--- config.mk ---
export PLATFORM = sky130hd
export DESIGN_NAME = nco_phase_core
export DESIGN_NICKNAME = d
export VERILOG_FILES = /design/src/rtl/nco_pkg.sv /design/src/rtl/nco_ctrl.sv /design/src/rtl/nco_datapath.sv /design/src/rtl/nco_phase_core.sv
export SDC_FILE = /design/constraint.sdc
export NUM_CORES = 1
export LEC_CHECK = 0
export CORE_ASPECT_RATIO = 0.75
export CORE_MARGIN = 2
export CORE_UTILIZATION = 51
export DETAILED_ROUTE_END_ITERATION = 10
export GPL_ROUTABILITY_DRIVEN = 1
export GPL_TIMING_DRIVEN = 0
export MAX_ROUTING_LAYER = met4
export PLACE_DENSITY = 0.88
export SYNTH_ARGS = -nofsm -noshare
export SYNTH_HDL_FRONTEND = slang
export SYNTH_SLANG_ARGS = --single-unit
--- constraint.sdc ---
create_clock -name clk -period 3.1 [get_ports clk]
set_clock_uncertainty 0.15 [all_clocks]
set_input_delay 0.31 -clock clk [delete_from_list [all_inputs] [get_ports clk]]
set_output_delay 0.31 -clock clk [all_outputs]
set_load 0.01 [all_outputs]
--- src/rtl/nco_pkg.sv ---
package nco_pkg;
  typedef struct packed {
    logic       clear;
    logic       gateOffset;
    logic [1:0] quadrant;
  } nco_strobe_t;
endpackage

--- src/rtl/nco_ctrl.sv ---
module nco_ctrl
  import nco_pkg::*;
(
  input  logic        rstN,
  input  logic        offsetEn,
  input  logic [1:0]  phaseSel,
  output nco_strobe_t strobes
);
  // Pins act directly: no staging, no transfer strobe.
  always_comb begin
    strobes.clear      = !rstN;
    strobes.gateOffset = offsetEn;
    strobes.quadrant   = phaseSel;
  end
endmodule

--- src/rtl/nco_datapath.sv ---
module nco_datapath
  import nco_pkg::*;
#(
  parameter int ACC_W = 48,
  parameter int OUT_W = 16
) (
  input  logic              clk,
  input  nco_strobe_t       strobes,
  input  logic [ACC_W-1:0]  centerWord,
  input  logic [ACC_W-1:0]  offsetWord,
  output logic [ACC_W-1:0]  accState,
  output logic [ACC_W-1:0]  stepState,
  output logic [OUT_W-1:0]  phaseOut
);
  localparam int PAD_W = OUT_W - 2;

  logic [ACC_W-1:0] gatedOffset;
  logic [ACC_W-1:0] stepQ;
  logic [ACC_W-1:0] accQ;
  logic [OUT_W-1:0] accTop;

  assign gatedOffset = strobes.gateOffset ? offsetWord : '0;

  // Stage 1: register the word sum; stage 2: accumulate.
  always_ff @(posedge clk) begin
    if (strobes.clear) begin
      stepQ <= '0;
      accQ  <= '0;
    end else begin
      stepQ <= centerWord + gatedOffset;
      accQ  <= accQ + stepQ;
    end
  end

  assign accTop = accQ[ACC_W-1 -: OUT_W];

  generate
    if (PAD_W > 0) begin : g_wide
      assign phaseOut = accTop + {strobes.quadrant, {PAD_W{1'b0}}};
    end else begin : g_narrow
      assign phaseOut = accTop + strobes.quadrant;
    end
  endgenerate

  assign accState  = accQ;
  assign stepState = stepQ;
endmodule

--- src/rtl/nco_phase_core.sv ---
module nco_phase_core
  import nco_pkg::*;
#(
  parameter int ACC_W = 48,
  parameter int OUT_W = 16
) (
  input  logic             clk,
  input  logic             rstN,
  input  logic [ACC_W-1:0] centerWord,
  input  logic [ACC_W-1:0] offsetWord,
  input  logic             offsetEn,
  input  logic [1:0]       phaseSel,
  output logic [OUT_W-1:0] phaseOut
);
  nco_strobe_t      strobes;
  logic [ACC_W-1:0] accState;
  logic [ACC_W-1:0] stepState;

  nco_ctrl u_ctrl (
    .rstN     (rstN),
    .offsetEn (offsetEn),
    .phaseSel (phaseSel),
    .strobes  (strobes)
  );

  nco_datapath #(.ACC_W(ACC_W), .OUT_W(OUT_W)) u_dp (
    .clk        (clk),
    .strobes    (strobes),
    .centerWord (centerWord),
    .offsetWord (offsetWord),
    .accState   (accState),
    .stepState  (stepState),
    .phaseOut   (phaseOut)
  );
endmodule

==> implementation parameters <==
Parameter                              Value

Finish
  Most frequent standard cell in the layout excluding fill and tap cells ... sky130_fd_sc_hd__nor2_1
  Inserted Diodes ... 0
  Most frequent cells in the layout ... 117 x sky130_fd_sc_hd__nor2_1, 113 x sky130_fd_sc_hd__clkdlybuf4s50_1, 104 x sky130_fd_sc_hd__a21oi_1
  Share of post-route cells with drive strength above 1 ... 10.4%
  Area growth from synthesis to layout ... 26.7%
  Final Cell Area ... 0.0103 mm²
  Number of nets in the layout ... 1381
  Core Util, Final ... 66.8%

Critical path
  Peak per-stage delay on the critical path ... 0.47 ns
  Worst Setup Start Kind ... flop
  Critical Path End Type ... flop
  CP Data Arrival Time ... 3.18 ns
  Crit Path Class ... flop to flop
  Buffers & Inverters on Critical Path ... 1
  Critical path's slowest cell ... sky130_fd_sc_hd__o31ai_2
  CP required ... 3.18 ns
  Kind of cell with the highest combined delay on the critical path ... compound AO/OA/AOI/OAI gates
  Cell chain of the critical path ... ha_2, fa_2, a211oi_2, nor4_2, o311ai_2, buf_4, a21oi_1, nor2_2, o31ai_2, a31o_2, a31oi_1, mux2i_1
  CP max FO ... 3

Synth
  Post-synthesis instance area ... 0.00811 mm²
  Sequential share of the synthesized area ... 23.7%
  Total number of yosys warnings ... 0
  Async set or reset register ratio after synthesis ... 0%
  Syn Area/Cell ... 7.72 µm²
  Total of flip-flops plus latches after synthesis ... between 90 and 100
  Number of different library cells in the post-synthesis netlist ... 66
  Cell count after synthesis ... 1050
  Most frequently used flop master after synthesis ... sky130_fd_sc_hd__dfxtp_1
  Net Count, Synth ... about 1200
  Post-synth EDFFs ... 0

Drt
  Drt initial violations ... roughly 940
  Met2 routed WL ... 10.5 mm
  Number of optimization iterations in the first detailed-route pass ... 7
  Remaining antenna violation count ... 0
  Drt via density ... 6.07
  Final wirelength ... 24.1 mm
  Highest routing layer actually used ... met4
  Routed vias ... 8462
  Routed met3 length ... 2.24 mm
  DR DRC count ... 0
  Post-DR wirelength/cell ... 17.3 µm
  Wire length the detailed router placed on met1 ... around 11 mm

Place
  Count of input and output buffers ... 116
  Gp weighted congestion ... 0.982
  Post-placement cell area ... around 0.0095 mm²
  Total half-perimeter wirelength after legalization and detailed placement ... 18.0 mm

Floorplan
  Die height ... 113 µm
  Number of top-level design ports ... 117
  Effective utilization at floorplan ... ~53%
  Chip width ... 150 µm
  Core box area ... 0.0154 mm²
  Core Rows ... 39
  Area enclosed by the die boundary ... 0.0169 mm²

Timing
  Pin slew with the least headroom to its limit ... 0.633 ns
  Number of pins with negative max-slew slack in the final report ... 0
  Worst Slack Setup Final ... -0.000121 ns
  Max Freq ... ~0.32 GHz
  Crit path time final ... roughly 3.1 ns
  Headroom to the max-slew limit ... 57.4%
  Hold Vio Cnt, Final ... 0
  Setup-violating endpoint count in the final report ... 1
  Worst hold margin ... about 0.23 ns
  Setup TNS after final layout ... -0.000121 ns
  Final period utilization ... 100%

Clocking
  Number of buffers on the longest clock path ... 2
  H-tree levels ... 3
  CTS tree ... built
  CTS Buf Count ... 9
  Clock-pin slew reported for the worst setup and hold paths after clock tree synthesis ... 0.07 ns
  Number of clock sinks ... 96
  Clock latency on the worst-skew pair ... 0.35 ns
  Hold-fix buffers, CTS ... 0
  Library cell used as clock root buffer ... sky130_fd_sc_hd__clkbuf_16

GRT
  Remaining global-route overflow ... 0
  First-pass GRT wire length ... 37.9 mm
  Overall fraction of global-route tracks in use ... 28.4%
  Number of antenna violations at the first check in global routing ... 0
  Number of global-route vias before repair ... 7807
  Largest net degree at the start of global routing ... 17

Pwr
  Maximum vdd ir drop ... approximately 330 µV
  Total power divided by cell area ... between 500 and 600 mW/mm²
  Total leakage power ... about 4.4 nW

Job
  Maximum Capacitance Violations ... 0

Worst hold path
  Classification of the worst-slack hold path ... input pin to flop

Outcome
  Run status ... complete, but fails checks
  Failing checks ... negative setup slack
[registers in the layout, summed over array words and instances (netlist names)]
signal	count
u_dp.accState	48
u_dp.stepState	48
[metal layers]
| layer | GRT usage [%] | vias to the layer above |
|---|---|---|
| met1 | 39.2 | 3916 |
| met2 | 43.3 | 467 |
| met5 | - | - |
| li1 | - | 4029 |
| met4 | 8.06 | 0 |
| met3 | 3.99 | 50 |
[power breakdown]
group / total, mW / switching, mW / internal, mW
clock network: 1.14 / 0.509 / 0.636
registers: 1.68 / 0.158 / 1.52
logic: 2.88 / 1.63 / 1.25
[worst reg2reg max path, stage by stage, from the launching register on]
cell                       delay, ns
sky130_fd_sc_hd__dfxtp_1        0.32
sky130_fd_sc_hd__ha_2           0.21
sky130_fd_sc_hd__fa_2           0.24
sky130_fd_sc_hd__a211oi_2       0.08
sky130_fd_sc_hd__nor4_2         0.34
sky130_fd_sc_hd__o311ai_2       0.12
sky130_fd_sc_hd__buf_4          0.18
sky130_fd_sc_hd__a21oi_1        0.22
sky130_fd_sc_hd__nor2_2         0.09
sky130_fd_sc_hd__o31ai_2        0.48
sky130_fd_sc_hd__a31o_2         0.30
sky130_fd_sc_hd__a31oi_1        0.12
sky130_fd_sc_hd__mux2i_1        0.13
[cell families (layout without fill, tap and decap cells)]
logic type               after synthesis  after routing  share of synthesized area [%]
AND/OR/NAND/NOR                      366            366                           21.7
AO/OA/AOI/OAI                        329            329                           25.8
adder cells (fa/ha/maj)               97             97                           15.2
flip-flops                            96             96                           23.7
XOR/XNOR                              81             81                           8.75
buffers and inverters                 75            213                           4.18
multiplexers                           6              6                          0.741
[repair_timing]
item | CTS | global route
hold endpoints to repair | 0 | 0
setup endpoints to repair | 42 | 29
buffers inserted | 11 | 6
pin swaps | 13 | 22
resized for setup | 40 | 55
[worst paths after layout]
check                                                  start                            to  slack [ns]  cells past startpoint
worst max-delay path             u_dp.accState[0]$_SDFF_PN0_  u_dp.accState[44]$_SDFF_PN0_     -0.0001                     12
worst min-delay path                           centerWord[0]  u_dp.stepState[0]$_SDFF_PN0_        0.23                      3
worst max register to register   u_dp.accState[0]$_SDFF_PN0_  u_dp.accState[44]$_SDFF_PN0_     -0.0001                     12
worst min register to register  u_dp.stepState[0]$_SDFF_PN0_   u_dp.accState[0]$_SDFF_PN0_        0.43                      2
[Yosys cell counts, types with 3 or more instances]
library cell / n / area, µm²
sky130_fd_sc_hd__o21bai_1: 22 / 165
sky130_fd_sc_hd__clkbuf_1: 34 / 128
sky130_fd_sc_hd__o21a_1: 5 / 37.5
sky130_fd_sc_hd__a21boi_0: 6 / 45.0
sky130_fd_sc_hd__a41oi_1: 4 / 35.0
sky130_fd_sc_hd__nand3_1: 12 / 60.1
sky130_fd_sc_hd__buf_2: 3 / 15.0
sky130_fd_sc_hd__a21o_1: 47 / 353
sky130_fd_sc_hd__o21ai_1: 6 / 30.0
sky130_fd_sc_hd__and2_1: 57 / 357
sky130_fd_sc_hd__a31oi_1: 11 / 68.8
sky130_fd_sc_hd__nand4_1: 22 / 138
sky130_fd_sc_hd__inv_1: 22 / 82.6
sky130_fd_sc_hd__and4_1: 4 / 35.0
sky130_fd_sc_hd__nand2_1: 84 / 315
sky130_fd_sc_hd__and3_1: 10 / 62.6
sky130_fd_sc_hd__a21oi_1: 112 / 561
sky130_fd_sc_hd__nand2b_1: 12 / 75.1
sky130_fd_sc_hd__ha_1: 95 / 1190
sky130_fd_sc_hd__xnor2_1: 45 / 394
sky130_fd_sc_hd__a211oi_1: 13 / 97.6
sky130_fd_sc_hd__nor2b_1: 6 / 37.5
sky130_fd_sc_hd__xor2_1: 36 / 315
sky130_fd_sc_hd__or3_1: 5 / 31.3
sky130_fd_sc_hd__dfxtp_1: 96 / 1920
sky130_fd_sc_hd__nor4_1: 3 / 18.8
sky130_fd_sc_hd__nor2_1: 120 / 450
sky130_fd_sc_hd__mux2i_1: 6 / 60.1
sky130_fd_sc_hd__o211ai_1: 5 / 37.5
sky130_fd_sc_hd__nor3_1: 24 / 120
sky130_fd_sc_hd__a221o_1: 4 / 40.0
sky130_fd_sc_hd__o21ai_0: 58 / 290
sky130_fd_sc_hd__o31ai_1: 6 / 45.0
sky130_fd_sc_hd__buf_4: 14 / 105
[through the flow]
stage	setup slack, ns	cells	power [mW]
3_3_place_gp	-1.25	1371	4.21
6_report	-0.000121	1393	5.70
5_1_grt	-0.0340	1393	6.03
3_5_place_dp	-1.37	1371	4.33
2_1_floorplan	0.0264	1050	3.57
4_1_cts	0.00784	1395	5.51
[layout make-up]
type | count | area [µm²]
flip-flops and latches | 96 | 1920
multi-input cells | 879 | 6180
clock inverters | 5 | 63.8
repair buffers | 133 | 1290
well taps | 205 | 256
clock buffers | 11 | 233
plain buffers | 41 | 245
inverters | 23 | 86.3
fillers | 1177 | 5100
Power figures use the tool's default switching activity.
